<file path="config.mk">
export PLATFORM = sky130hd
export DESIGN_NAME = seg_reseed_ctrl
export DESIGN_NICKNAME = d
export VERILOG_FILES = /design/src/rtl/rsc_pkg.sv /design/src/rtl/rsc_lfsr.sv /design/src/rtl/rsc_modcnt.sv /design/src/rtl/rsc_seg_track.sv /design/src/rtl/seg_reseed_ctrl.sv
export SDC_FILE = /design/constraint.sdc
export NUM_CORES = 1
export LEC_CHECK = 0
export ABC_AREA = 1
export BUFFER_PORTS_ARGS = -buffer_cell sky130_fd_sc_hd__buf_2
export CAP_MARGIN = 40
export CORE_ASPECT_RATIO = 0.5
export CORE_MARGIN = 8
export CORE_UTILIZATION = 35
export DETAILED_ROUTE_END_ITERATION = 16
export GPL_TIMING_DRIVEN = 0
export PLACE_DENSITY_LB_ADDON = 0.2
export SLEW_MARGIN = 15
export SYNTH_ARGS = -nofsm -noshare
export SYNTH_HDL_FRONTEND = slang
export SYNTH_SLANG_ARGS = --single-unit
</file>
<file path="constraint.sdc">
create_clock -name clk -period 3.2 [get_ports clk]
set_input_delay 0.16 -clock clk [delete_from_list [all_inputs] [get_ports clk]]
set_output_delay 0.16 -clock clk [all_outputs]
set_load 0.05 [all_outputs]
</file>
<file path="src/rtl/rsc_pkg.sv">
package rsc_pkg;
   typedef enum logic [2:0] {
      ST_IDLE,
      ST_REQ,
      ST_LOAD,
      ST_SHIFT,
      ST_CAPT,
      ST_DONE
   } rsc_state_e;
endpackage

</file>
<file path="src/rtl/rsc_lfsr.sv">
module rsc_lfsr #(
   parameter int              SEED_W = 16,
   parameter logic [SEED_W-1:0] TAPS = '1
) (
   input  logic              clk,
   input  logic              rst_n,
   input  logic              load,
   input  logic [SEED_W-1:0] seed,
   input  logic              step,
   output logic              bit_out
);
   logic [SEED_W-1:0] pat_q;

   always_ff @(posedge clk or negedge rst_n) begin
      if (!rst_n)
         pat_q <= '0;
      else if (load)
         pat_q <= seed;
      else if (step)
         pat_q <= {^(pat_q & TAPS), pat_q[SEED_W-1:1]};
   end

   assign bit_out = pat_q[0];
endmodule

</file>
<file path="src/rtl/rsc_modcnt.sv">
module rsc_modcnt #(
   parameter int MOD = 8
) (
   input  logic clk,
   input  logic rst_n,
   input  logic clr,
   input  logic inc,
   output logic last
);
   localparam int CW = (MOD > 1) ? $clog2(MOD) : 1;

   generate
      if (MOD == 1) begin : g_single
         assign last = 1'b1;
      end else begin : g_count
         logic [CW-1:0] cnt_q;
         always_ff @(posedge clk or negedge rst_n) begin
            if (!rst_n)
               cnt_q <= '0;
            else if (clr)
               cnt_q <= '0;
            else if (inc)
               cnt_q <= (cnt_q == CW'(MOD-1)) ? '0 : cnt_q + 1'b1;
         end
         assign last = (cnt_q == CW'(MOD-1));
      end
   endgenerate
endmodule

</file>
<file path="src/rtl/rsc_seg_track.sv">
module rsc_seg_track #(
   parameter int NUM_SEGS = 4
) (
   input  logic clk,
   input  logic rst_n,
   input  logic seed_ld,
   input  logic first,
   input  logic dec,
   input  logic seg_done,
   output logic k_zero,
   output logic seg_last
);
   localparam int KW = $clog2(NUM_SEGS + 1);

   logic [KW-1:0] load_q;
   logic [KW-1:0] seg_q;
   logic [KW-1:0] k_nxt;

   always_comb begin
      if (first)
         k_nxt = KW'(NUM_SEGS);
      else if (dec && load_q != '0)
         k_nxt = load_q - 1'b1;
      else
         k_nxt = load_q;
   end

   always_ff @(posedge clk or negedge rst_n) begin
      if (!rst_n) begin
         load_q <= '0;
         seg_q  <= '0;
      end else if (seed_ld) begin
         load_q <= k_nxt;
         seg_q  <= k_nxt;
      end else if (seg_done && seg_q != '0) begin
         seg_q  <= seg_q - 1'b1;
      end
   end

   assign k_zero   = (k_nxt == '0);
   assign seg_last = (seg_q == KW'(1));
endmodule

</file>
<file path="src/rtl/seg_reseed_ctrl.sv">
module seg_reseed_ctrl
   import rsc_pkg::*;
#(
   parameter int              SEED_W    = 16,
   parameter logic [SEED_W-1:0] TAPS    = 16'h002D,
   parameter int              CHAIN_LEN = 8,
   parameter int              SEG_VECS  = 2,
   parameter int              NUM_SEGS  = 4,
   parameter int              NUM_SEEDS = 6,
   parameter int              ADDR_W    = (NUM_SEEDS > 1) ? $clog2(NUM_SEEDS) : 1
) (
   input  logic              clk,
   input  logic              rst_n,
   input  logic              start,
   output logic              mem_rd,
   output logic [ADDR_W-1:0] mem_addr,
   input  logic [SEED_W-1:0] mem_seed,
   input  logic              mem_dec,
   output logic              scan_en,
   output logic              scan_out,
   output logic              capture,
   output logic              done
);
   generate
      if (CHAIN_LEN < 1 || SEG_VECS < 1 || NUM_SEGS < 1 || NUM_SEEDS < 1)
         $error("seg_reseed_ctrl: counts must be at least one");
      if ((2 ** ADDR_W) < NUM_SEEDS)
         $error("seg_reseed_ctrl: ADDR_W too narrow for NUM_SEEDS");
      if (TAPS == '0)
         $error("seg_reseed_ctrl: TAPS must not be zero");
   endgenerate

   rsc_state_e        st_q, st_d;
   logic [ADDR_W-1:0] addr_q;
   logic              first_q;
   logic              bit_last, vec_last, seg_last, k_zero;
   logic              last_seed, seed_ld, shifting, capt, idle_like;

   assign last_seed = (addr_q == ADDR_W'(NUM_SEEDS - 1));
   assign seed_ld   = (st_q == ST_LOAD);
   assign shifting  = (st_q == ST_SHIFT);
   assign capt      = (st_q == ST_CAPT);
   assign idle_like = (st_q == ST_IDLE) || (st_q == ST_DONE);

   always_comb begin
      st_d = st_q;
      case (st_q)
         ST_IDLE, ST_DONE: if (start) st_d = ST_REQ;
         ST_REQ:           st_d = ST_LOAD;
         ST_LOAD:          st_d = k_zero ? (last_seed ? ST_DONE : ST_REQ) : ST_SHIFT;
         ST_SHIFT:         if (bit_last) st_d = ST_CAPT;
         ST_CAPT: begin
            if (vec_last && seg_last)
               st_d = last_seed ? ST_DONE : ST_REQ;
            else
               st_d = ST_SHIFT;
         end
         default:          st_d = ST_IDLE;
      endcase
   end

   always_ff @(posedge clk or negedge rst_n) begin
      if (!rst_n) begin
         st_q    <= ST_IDLE;
         addr_q  <= '0;
         first_q <= 1'b0;
      end else begin
         st_q <= st_d;
         if (idle_like && start) begin
            addr_q  <= '0;
            first_q <= 1'b1;
         end else begin
            if (seed_ld)
               first_q <= 1'b0;
            if (st_d == ST_REQ)
               addr_q <= addr_q + 1'b1;
         end
      end
   end

   rsc_lfsr #(.SEED_W(SEED_W), .TAPS(TAPS)) u_lfsr (
      .clk(clk), .rst_n(rst_n), .load(seed_ld), .seed(mem_seed),
      .step(shifting), .bit_out(scan_out));

   rsc_modcnt #(.MOD(CHAIN_LEN)) u_bitcnt (
      .clk(clk), .rst_n(rst_n), .clr(seed_ld), .inc(shifting), .last(bit_last));

   rsc_modcnt #(.MOD(SEG_VECS)) u_veccnt (
      .clk(clk), .rst_n(rst_n), .clr(seed_ld), .inc(capt), .last(vec_last));

   rsc_seg_track #(.NUM_SEGS(NUM_SEGS)) u_segs (
      .clk(clk), .rst_n(rst_n), .seed_ld(seed_ld), .first(first_q),
      .dec(mem_dec), .seg_done(capt && vec_last),
      .k_zero(k_zero), .seg_last(seg_last));

   assign mem_rd   = (st_q == ST_REQ);
   assign mem_addr = addr_q;
   assign scan_en  = shifting;
   assign capture  = capt;
   assign done     = (st_q == ST_DONE);
endmodule

</file>
==> qor.yml, run 1 <==
run_status:
  status: "completed"
min_path:
  hold_class: "input pin to flop"
  hold_depth: 3
  holdCritStartpoint: "mem_seed[5]"
  min_to: "u_lfsr.pat_q[5]"
floorplanning:
  row_count: 18
  ioPinCount: 28
  core_area_sq_um: 4930
  start_util: 0.364
  dieHeight_um: 66.7
  die_area_sq_um: 7820
  die_x_um: 117
sta:
  setup_viol: 0
  worst_slew_pin_slew_ps: 753
  period_needed_ps: 1910
  relSlewSlack: 0.498
  hold_violations: 0
  tns_ps: 0
  rsz0062_at_grt: "no"
  drv_slew: 0
  clock.fmax_ghz: 0.523
  clock_skew_ps: 6.09
  final.period_utilization: 0.597
routing:
  vias: 1472
  drc: 0
  drt-total-wl_um: 3940
  viasPerCell: 4.64
  antenna_left: 0
  initialDrtViolationCount: 105
  routedWlPerCell_um: 12.4
  drt_pass1_iterations: 4
placed_design:
  portBuffers: 27
  gp_congestion: 0.787
  placed_cell_area_sq_um: 2020
  dpl.hpwl_um: 2910
critical_path:
  r2r_setup_slack_ps: 1290
  required_ps: 3360
  cp_data_arrival_time_ps: 2070
  r2r_end: "mem_addr[0]"
  critPathKind: "flop to flop"
  cp-start-kind: "flop"
  rr_startpoint: "u_segs.load_q[0]"
  cp-end-kind: "flop"
  r2r.worst_path.cells: 13
  crit_path_max_fanout: 4
power_and_ir_drop:
  p_leak_nw: 1.07
  peakVddDrop_uv: 309
  fin_total_pwr_mw: 2.41
  power_density_nw_per_um2: 1120
cts:
  ctsRootBufferMaster: "clkbuf_8"
  clockBufferDepth: 2
  cts.sinks: 33
  htree_levels: 2
  clkLatencyLatePin_ps: 290
  postCtsSetupBuffers: 0
  numCtsBuffers: 5
  holdBufCountCts: 1
  cts.reportedPaths.clkPinSlew_ps: 70
  cts_resized: 0
  cts_tree: "yes"
synthesis:
  synth_area_sq_um: 1800
  syn-num-nets: 240
  postSynthCellCount: 211
  yosysUniqueCellTypes: 25
  yosys_register_bits: 33
  synth_area_leader_cell: "dfrtp_1"
  synth_edf_count: 0
  yosysTopAreaCellShare: 0.460
  ys_seq_area_frac: 0.460
  async_flop_share: 1.00
  ys_warn_count: 0
  synth_flop_cell: "dfrtp_1"
  avgSynthCellArea_sq_um: 8.52
  ys_top_cells_by_area: "dfrtp_1 46%, nand2_1 7.1%, ha_1 6.3%"
layout:
  final_cell_mix: "34 x nand2_1, 33 x dfrtp_1, 31 x buf_2, 26 x nor2_1, 25 x inv_1"
  fin_nets: 275
  final_common_cell: "nand2_1"
  drive_gt1_frac: 0.239
  syn_to_final_growth_pct: 19.4
  final_area_sq_um: 2150
  fill_cells: 500
  utilization: 0.435
  num_antenna_cells: 0
global_routing:
  first_global_vias: 1505
  grt_pass1_wl_um: 6880
  grt_max_degree: 34
  grt_antenna_before_repair: 0
  track_usage: 0.108
  overflow: 0
run:
  maxCapViolations: 0
-- where the power goes --
part           total [mW]  internal (mW)  switching [mW]
sequential          0.753          0.623           0.130
clock               0.408          0.254           0.154
combinational        1.25          0.441           0.811
total                2.41           1.32            1.09
-- cell type report --
cell class	count	area [sq um]	share of cell area
Buffer	4	20.0	0.00933
Clock buffer	7	86.3	0.0402
Clock inverter	1	30.0	0.0140
Inverter	33	124	0.0577
Multi-Input combinational cell	141	827	0.385
Sequential cell	33	826	0.385
Tap cell	70	87.6	0.0408
Timing Repair Buffer	28	145	0.0676
-- how the worst max path moves through the flow --
stage / from / endpoint / slack (ps) / cells past startpoint
floorplan: st_q[1] / mem_addr[0] / 1420 / 8
global placement: u_segs.load_q[0] / mem_addr[0] / 1370 / 13
CTS: u_segs.load_q[0] / mem_addr[0] / 1270 / 13
global route: u_segs.load_q[0] / mem_addr[0] / 1030 / 13
finish: u_segs.load_q[0] / mem_addr[0] / 1290 / 13
detailed placement: u_segs.load_q[0] / mem_addr[0] / 1310 / 13
-- cell usage after synthesis, types with 2 or more instances --
| cell type | number |
|---|---|
| nor2_1 | 26 |
| nand3_1 | 10 |
| o211ai_1 | 4 |
| o21ai_2 | 2 |
| xnor2_1 | 4 |
| o21bai_1 | 3 |
| inv_2 | 8 |
| buf_2 | 4 |
| inv_1 | 25 |
| o21ai_0 | 10 |
| nand4_1 | 5 |
| a22o_1 | 2 |
| o21ai_1 | 4 |
| nand2_2 | 3 |
| dfrtp_1 | 33 |
| nand2_1 | 34 |
| a21oi_1 | 5 |
| ha_1 | 9 |
| nand3_2 | 2 |
| o22ai_1 | 10 |
| nor2_4 | 4 |
-- through the flow --
stage               cells  worst slack (ps)  hold slack [ps]
finish                317              1290             89.1
global route          317              1030             94.7
CTS                   317              1270             82.6
detailed placement    308              1310              274
global placement      308              1370              267
floorplan             211              1420             -136
-- layer usage --
metal / track usage / vias up / routed length, um
li1: - / 763 / -
met1: 0.131 / 676 / 1970
met2: 0.177 / 26 / 1750
met3: 0.0396 / 7 / 154
met4: 0.0384 / 0 / 67
met5: 0 / - / 0
-- flip-flops by register name (all words and copies together), names as in the netlist --
register                count
u_segs.seg_q                3
u_veccnt.last               1
u_bitcnt.g_count.cnt_q      3
mem_addr                    3
first_q                     1
u_segs.load_q               3
st_q                        3
u_lfsr.pat_q               16
-- logic make-up after synthesis --
| group | count (synthesis) | share of synthesized area |
|---|---|---|
| AOI/OAI and AO/OA | 42 | 0.145 |
| DFF | 33 | 0.460 |
| buffers and inverters | 37 | 0.0801 |
| xor gates and xnor gates | 4 | 0.0195 |
| and+or+nand+nor | 86 | 0.233 |
| adders and majority gates | 9 | 0.0627 |
-- worst max-delay path, stage by stage (launching register included) --
cell,delay [ps]
dfrtp_1,340
inv_1,70
ha_1,190
ha_1,170
inv_1,80
nand2_1,100
nand2_1,90
nand2_1,60
nor2_1,120
nand3_1,90
nand2_1,110
nand3_2,100
o21bai_1,170
nand2_1,90
Power figures use the tool's default switching activity.
==> inputs of run 2 (changes only) <==
- clock period: 3.2 -> 1.6 ns (I/O delays scaled with it)
==> qor.yml, run 2 (synthesis gave the netlist of run 1 again) <==
cts:
  cts.reportedPaths.clkPinSlew_ps: 70  # about the same
  clockBufferDepth: 2  # unchanged
  htree_levels: 2  # unchanged
  cts.sinks: 33  # unchanged
  cts_tree: "yes"
  ctsRootBufferMaster: "clkbuf_8"
  clkLatencyLatePin_ps: 290  # about the same
  numCtsBuffers: 5  # unchanged
global_routing:
  grt_max_degree: 34  # unchanged
  overflow: 0  # unchanged
  grt_antenna_before_repair: 0  # unchanged
  first_global_vias: 1551  # +3.1%
  track_usage: 0.114  # +0.00532
  grt_pass1_wl_um: 7110  # +3.3%
sta:
  clock_skew_ps: 9.43  # +3.34 ps
  final.period_utilization: 1.08  # +0.487
  period_needed_ps: 1740  # -176 ps
  relSlewSlack: 0.497  # -0.00117
  drv_slew: 0  # unchanged
  layout_setup_ws_ps: -135  # -1420 ps
  rsz0062_at_grt: "yes"
  clock.fmax_ghz: 0.576  # +10%
  setup_viol: 3  # +3
  hold_violations: 0  # unchanged
  worst_slew_pin_slew_ps: 755  # +1.76 ps
run:
  maxCapViolations: 0  # unchanged
layout:
  drive_gt1_frac: 0.319  # +0.0799
  syn_to_final_growth_pct: 25.7
  fin_cells: 321  # +1.3%
  final_common_cell: "dfrtp_1"
  largest_register_ffs: 16  # unchanged
  fin_nets: 279  # +1.5%
  top_register: "u_lfsr.pat_q"
  final_area_sq_um: 2260  # +5.2%
  utilization: 0.458  # +0.0228
  num_antenna_cells: 0  # unchanged
  final_cell_mix: "32 x dfrtp_1, 29 x nand2_1, 29 x buf_2, 23 x nor2_1, 22 x inv_1"
power_and_ir_drop:
  fin_total_pwr_mw: 5.12  # +110%
  p_sw_frac: 0.448  # -0.00553
  power_switching_mw: 2.30  # +110%
  p_leak_nw: 1.11  # +3.4%
  power_frac_seq: 0.294  # -0.018
  intPower_mw: 2.83  # +110%
  p_comb_frac: 0.548  # +0.029
  clkPwrFrac: 0.158  # -0.011
  power_density_nw_per_um2: 2270  # +100%
  peakVddDrop_uv: 629  # +100%
placed_design:
  dpl.cell_count: 308  # unchanged
  portBuffers: 27  # unchanged
  gp_congestion: 0.838  # +6.5%
  preCtsSetupSlack_ps: -150  # -1460 ps
  dpl.hpwl_um: 2920  # +0.12%
  placed_cell_area_sq_um: 2050  # +1.5%
critical_path:
  cp-end-kind: "flop"
  cp-start-kind: "flop"
  crit_path_max_fanout: 4  # unchanged
  cp_data_arrival_time_ps: 1900  # -170 ps
  required_ps: 1760  # -1600 ps
  critPathKind: "flop to flop"
floorplanning:
  ioPinCount: 28  # unchanged
  dieHeight_um: 66.7  # unchanged
  row_count: 18  # unchanged
  die_x_um: 117  # unchanged
  start_util: 0.364  # unchanged
  core_area_sq_um: 4930  # unchanged
  die_area_sq_um: 7820  # unchanged
run_status:
  violations: "setup timing"
  status: "finished with violations"
routing:
  viasPerCell: 4.73  # +1.8%
  routedWlPerCell_um: 12.9  # +3.5%
  initialDrtViolationCount: 76  # -28%
  wl_met3_um: 142  # -7.8%
  drt-total-wl_um: 4130  # +4.8%
  wl_met1_um: 1940  # -1.6%
  drc: 0  # unchanged
  antenna_left: 0  # unchanged
  drt_pass1_iterations: 4  # unchanged
  top_layer: "met4"
  vias: 1518  # +3.1%
  wl_met2_um: 1980  # +13%
min_path:
  hold_class: "input pin to flop"
run 2: changes by cell type in the layout (fill, tap and decap cells not counted), moves of 2 or more:
cell and change:
nand3_1 -3, inv_2 +2, nand2_1 -5, ha_4 +2, ha_1 -2, nor2_2 +2
inv_1 -3, nand2_2 +4, nand3_2 +3, buf_4 +5, nor2_1 -3, buf_2 -2
run 2: final cells by class:
cell class | instances | area (sq um)
well taps | 70 | 87.6
repair buffers | 32 | 181
fillers | 482 | 2670
clock buffers | 7 | 86.3
multi-input cells | 141 | 897
plain buffers | 4 | 22.5
flip-flops and latches | 33 | 827
inverters | 33 | 126
clock inverters | 1 | 30.0
run 2: final timing paths:
check / start / end / slack, ps / cells past startpoint
worst min register to register: u_bitcnt.g_count.cnt_q[0] / u_bitcnt.g_count.cnt_q[0] / 500 / 1
max in group asynchronous: rst_n / mem_addr[1] / 670 / 2
worst max-delay path: u_segs.load_q[0] / mem_addr[1] / -140 / 13
min in group asynchronous: rst_n / u_segs.load_q[0] / 400 / 2
worst min-delay path: mem_seed[14] / u_lfsr.pat_q[14] / 10 / 3
worst max register to register: u_segs.load_q[0] / mem_addr[1] / -140 / 13
run 2: critical path, stage by stage (launching register included):
cell	delay [ps]
dfrtp_1	360
inv_2	60
ha_4	160
ha_4	150
inv_4	60
nand2_4	70
nand2_1	70
nand3_2	100
nand2_1	80
nor2_1	40
nand3_1	90
nand3_2	140
o21bai_1	150
nand2_1	70
run 2: repair_timing:
action / CTS / global route
hold endpoints to repair: 33 / 0
endpoints found under the setup margin: 5 / 6
resized for setup: 14 / 2
pin swaps: 10 / 3
hold buffers: 1 / 0
buffers inserted: 3 / 1
run 2: power groups by stage:
stage | clock network (mW) | registers (mW) | logic [mW]
after detailed placement | 0 | 1.52 | 2.61
final | 0.810 | 1.50 | 2.81
after global routing | 0.874 | 1.56 | 3.19
after global placement | 0 | 1.51 | 2.55
after CTS | 0.844 | 1.51 | 2.79
after floorplan | 0 | 1.63 | 1.90
run 2: routing by layer:
| metal | GRT usage | vias up |
|---|---|---|
| met5 | 0 | - |
| met2 | 0.202 | 19 |
| met3 | 0.0329 | 8 |
| li1 | - | 774 |
| met1 | 0.127 | 717 |
| met4 | 0.0528 | 0 |
run 2: per-stage QoR:
stage          TNS [ps]  hold slack (ps)
2_1_floorplan         0             -216
3_3_place_gp       -373              191
3_5_place_dp       -430              195
4_1_cts            -153             9.35
5_1_grt            -772             25.9
6_report           -375             12.1
==> inputs of run 3 (changes only) <==
- RECOVER_POWER: not set -> 100
==> qor.yml, run 3 (synthesis gave the netlist of run 1 again) <==
run_status:
  status: "finished with violations"
  violations: "setup timing"
global_routing:
  grt_antenna_before_repair: 0  # unchanged
  overflow: 0  # unchanged
  first_global_vias: 1551  # unchanged
  grt_max_degree: 34  # unchanged
  grt_pass1_wl_um: 7110  # unchanged
  track_usage: 0.114  # unchanged
placed_design:
  preCtsSetupSlack_ps: -150  # unchanged
  gp_congestion: 0.838  # unchanged
  dpl.hpwl_um: 2920  # unchanged
  placed_cell_area_sq_um: 2050  # unchanged
  portBuffers: 27  # unchanged
power_and_ir_drop:
  p_leak_nw: 1.09  # -1.4%
  clkPwrFrac: 0.159  # about the same
  peakVddDrop_uv: 630  # about the same
  power_density_nw_per_um2: 2270  # -0.12%
  p_comb_frac: 0.546  # -0.002
  intPower_mw: 2.80  # -0.95%
  p_sw_frac: 0.451  # +0.00245
  power_switching_mw: 2.30  # about the same
  power_frac_seq: 0.295  # about the same
layout:
  final_cell_mix: "32 x dfrtp_1, 29 x nand2_1, 23 x inv_1, 23 x nor2_1, 22 x buf_2"
  top_register: "u_lfsr.pat_q"
  drive_gt1_frac: 0.295  # -0.0239
  num_antenna_cells: 0  # unchanged
  final_common_cell: "dfrtp_1"
  fill_cells: 484  # +0.41%
  utilization: 0.456  # -0.00177
  fin_nets: 279  # unchanged
  syn_to_final_growth_pct: 25.2
  final_area_sq_um: 2250  # -0.39%
  largest_register_ffs: 16  # unchanged
sta:
  layout_setup_ws_ps: -135  # +0.411 ps
  tns_ps: -402  # -26.8 ps
  drv_slew: 0  # unchanged
  clock.fmax_ghz: 0.576  # about the same
  setup_viol: 6  # +3
  clock_skew_ps: 9.62  # +0.189 ps
  hold_slack_ps: 12.0  # -0.0985 ps
  period_needed_ps: 1730  # -0.411 ps
  final.period_utilization: 1.08  # about the same
  rsz0062_at_grt: "yes"
  hold_violations: 0  # unchanged
  relSlewSlack: 0.440  # -0.0568
  worst_slew_pin_slew_ps: 840  # +85.2 ps
cts:
  ctsRootBufferMaster: "clkbuf_8"
  clkLatencyLatePin_ps: 290  # about the same
  numCtsBuffers: 5  # unchanged
  htree_levels: 2  # unchanged
  clockBufferDepth: 2  # unchanged
  cts.sinks: 33  # unchanged
  cts.reportedPaths.clkPinSlew_ps: 70  # about the same
  cts_tree: "yes"
run:
  maxCapViolations: 0  # unchanged
critical_path:
  crit_path_max_fanout: 4  # unchanged
  cp_top_family: "simple AND/OR/NAND/NOR gates"
  cp-start-kind: "flop"
  cp-end-kind: "flop"
  critPathKind: "flop to flop"
  slowest_stage: "dfrtp_1"
  required_ps: 1760  # about the same
  critPathMostFrequentCell: "nand2_1"
  worstPathCellList: "inv_2 > ha_4 > ha_4 > inv_4 > nand2_4 > nand2_1 > nand3_2 > nand2_1 > nor2_1 > nand3_1 > nand3_2 > o21bai_1 > nand2_1"
  path_buf_inv: 2  # unchanged
  r2r_setup_slack_ps: -130  # about the same
  cp_data_arrival_time_ps: 1900  # about the same
  slowest_delay_ps: 360  # about the same
routing:
  drt_pass1_iterations: 4  # unchanged
  initialDrtViolationCount: 81  # +6.6%
  vias: 1517  # -0.066%
  drc: 0  # unchanged
  antenna_left: 0  # unchanged
  drt-total-wl_um: 4140  # about the same
  viasPerCell: 4.73  # about the same
  routedWlPerCell_um: 12.9  # about the same
floorplanning:
  core_area_sq_um: 4930  # unchanged
  die_x_um: 117  # unchanged
  dieHeight_um: 66.7  # unchanged
  start_util: 0.364  # unchanged
  ioPinCount: 28  # unchanged
  die_area_sq_um: 7820  # unchanged
  row_count: 18  # unchanged
min_path:
  hold_class: "input pin to flop"
[run 3: cell count changes in the layout (fill, tap and decap cells not counted)]
cell / before / now
buf_2: 29 / 22
buf_4: 5 / 4
clkbuf_1: 1 / 6
clkbuf_2: 0 / 3
inv_1: 22 / 23
inv_2: 10 / 9
[run 3: layer usage]
metal,track usage,vias up,part of all wire
met5,0,-,0
met4,0.0528,0,0.016
met3,0.0329,8,0.034
met2,0.202,19,0.48
met1,0.127,716,0.47
li1,-,774,-
[run 3: power groups by stage]
stage | registers, mW | logic [mW] | clock network [mW]
3_5_place_dp | 1.52 | 2.61 | 0
2_1_floorplan | 1.63 | 1.90 | 0
6_report | 1.50 | 2.78 | 0.810
3_3_place_gp | 1.51 | 2.55 | 0
4_1_cts | 1.51 | 2.79 | 0.844
5_1_grt | 1.55 | 3.17 | 0.874
[run 3: what timing repair did]
item,4_1_cts,5_1_grt
gates resized for setup,14,2
hold endpoints to repair,33,0
cloned,0,0
setup buffers,3,1
setup endpoints to repair,5,6
hold buffers,1,0
pin swaps,10,3
[run 3: through the flow]
step	cells	power (mW)
after floorplan	211	3.54
after global placement	308	4.06
after detailed placement	308	4.12
after CTS	320	5.14
after global routing	321	5.59
final	321	5.10
[run 3: final cells by class]
cell class | instances | area (sq um) | area share
clock buffers | 7 | 86.3 | 0.0384
repair buffers | 32 | 173 | 0.0768
well taps | 70 | 87.6 | 0.0389
plain buffers | 4 | 22.5 | 0.0100
flip-flops and latches | 33 | 827 | 0.368
multi-input cells | 141 | 897 | 0.399
clock inverters | 1 | 30.0 | 0.0133
inverters | 33 | 126 | 0.0562
[run 3: worst reg2reg max path, cell delays in order (launching register included)]
cell and delay (ps):
dfrtp_1 360, inv_2 60, ha_4 160, ha_4 150, inv_4 60, nand2_4 70
nand2_1 70, nand3_2 100, nand2_1 80, nor2_1 40, nand3_1 90, nand3_2 140
o21bai_1 150, nand2_1 70
[run 3: final timing paths]
path                                           start                         to  cells past startpoint
max                                 u_segs.load_q[0]                mem_addr[1]                     13
min                                     mem_seed[14]           u_lfsr.pat_q[14]                      3
max reg2reg                         u_segs.load_q[0]                mem_addr[1]                     13
min reg2reg                u_bitcnt.g_count.cnt_q[0]  u_bitcnt.g_count.cnt_q[0]                      1
max in group asynchronous                      rst_n                mem_addr[1]                      2
min in group asynchronous                      rst_n           u_segs.load_q[0]                      2
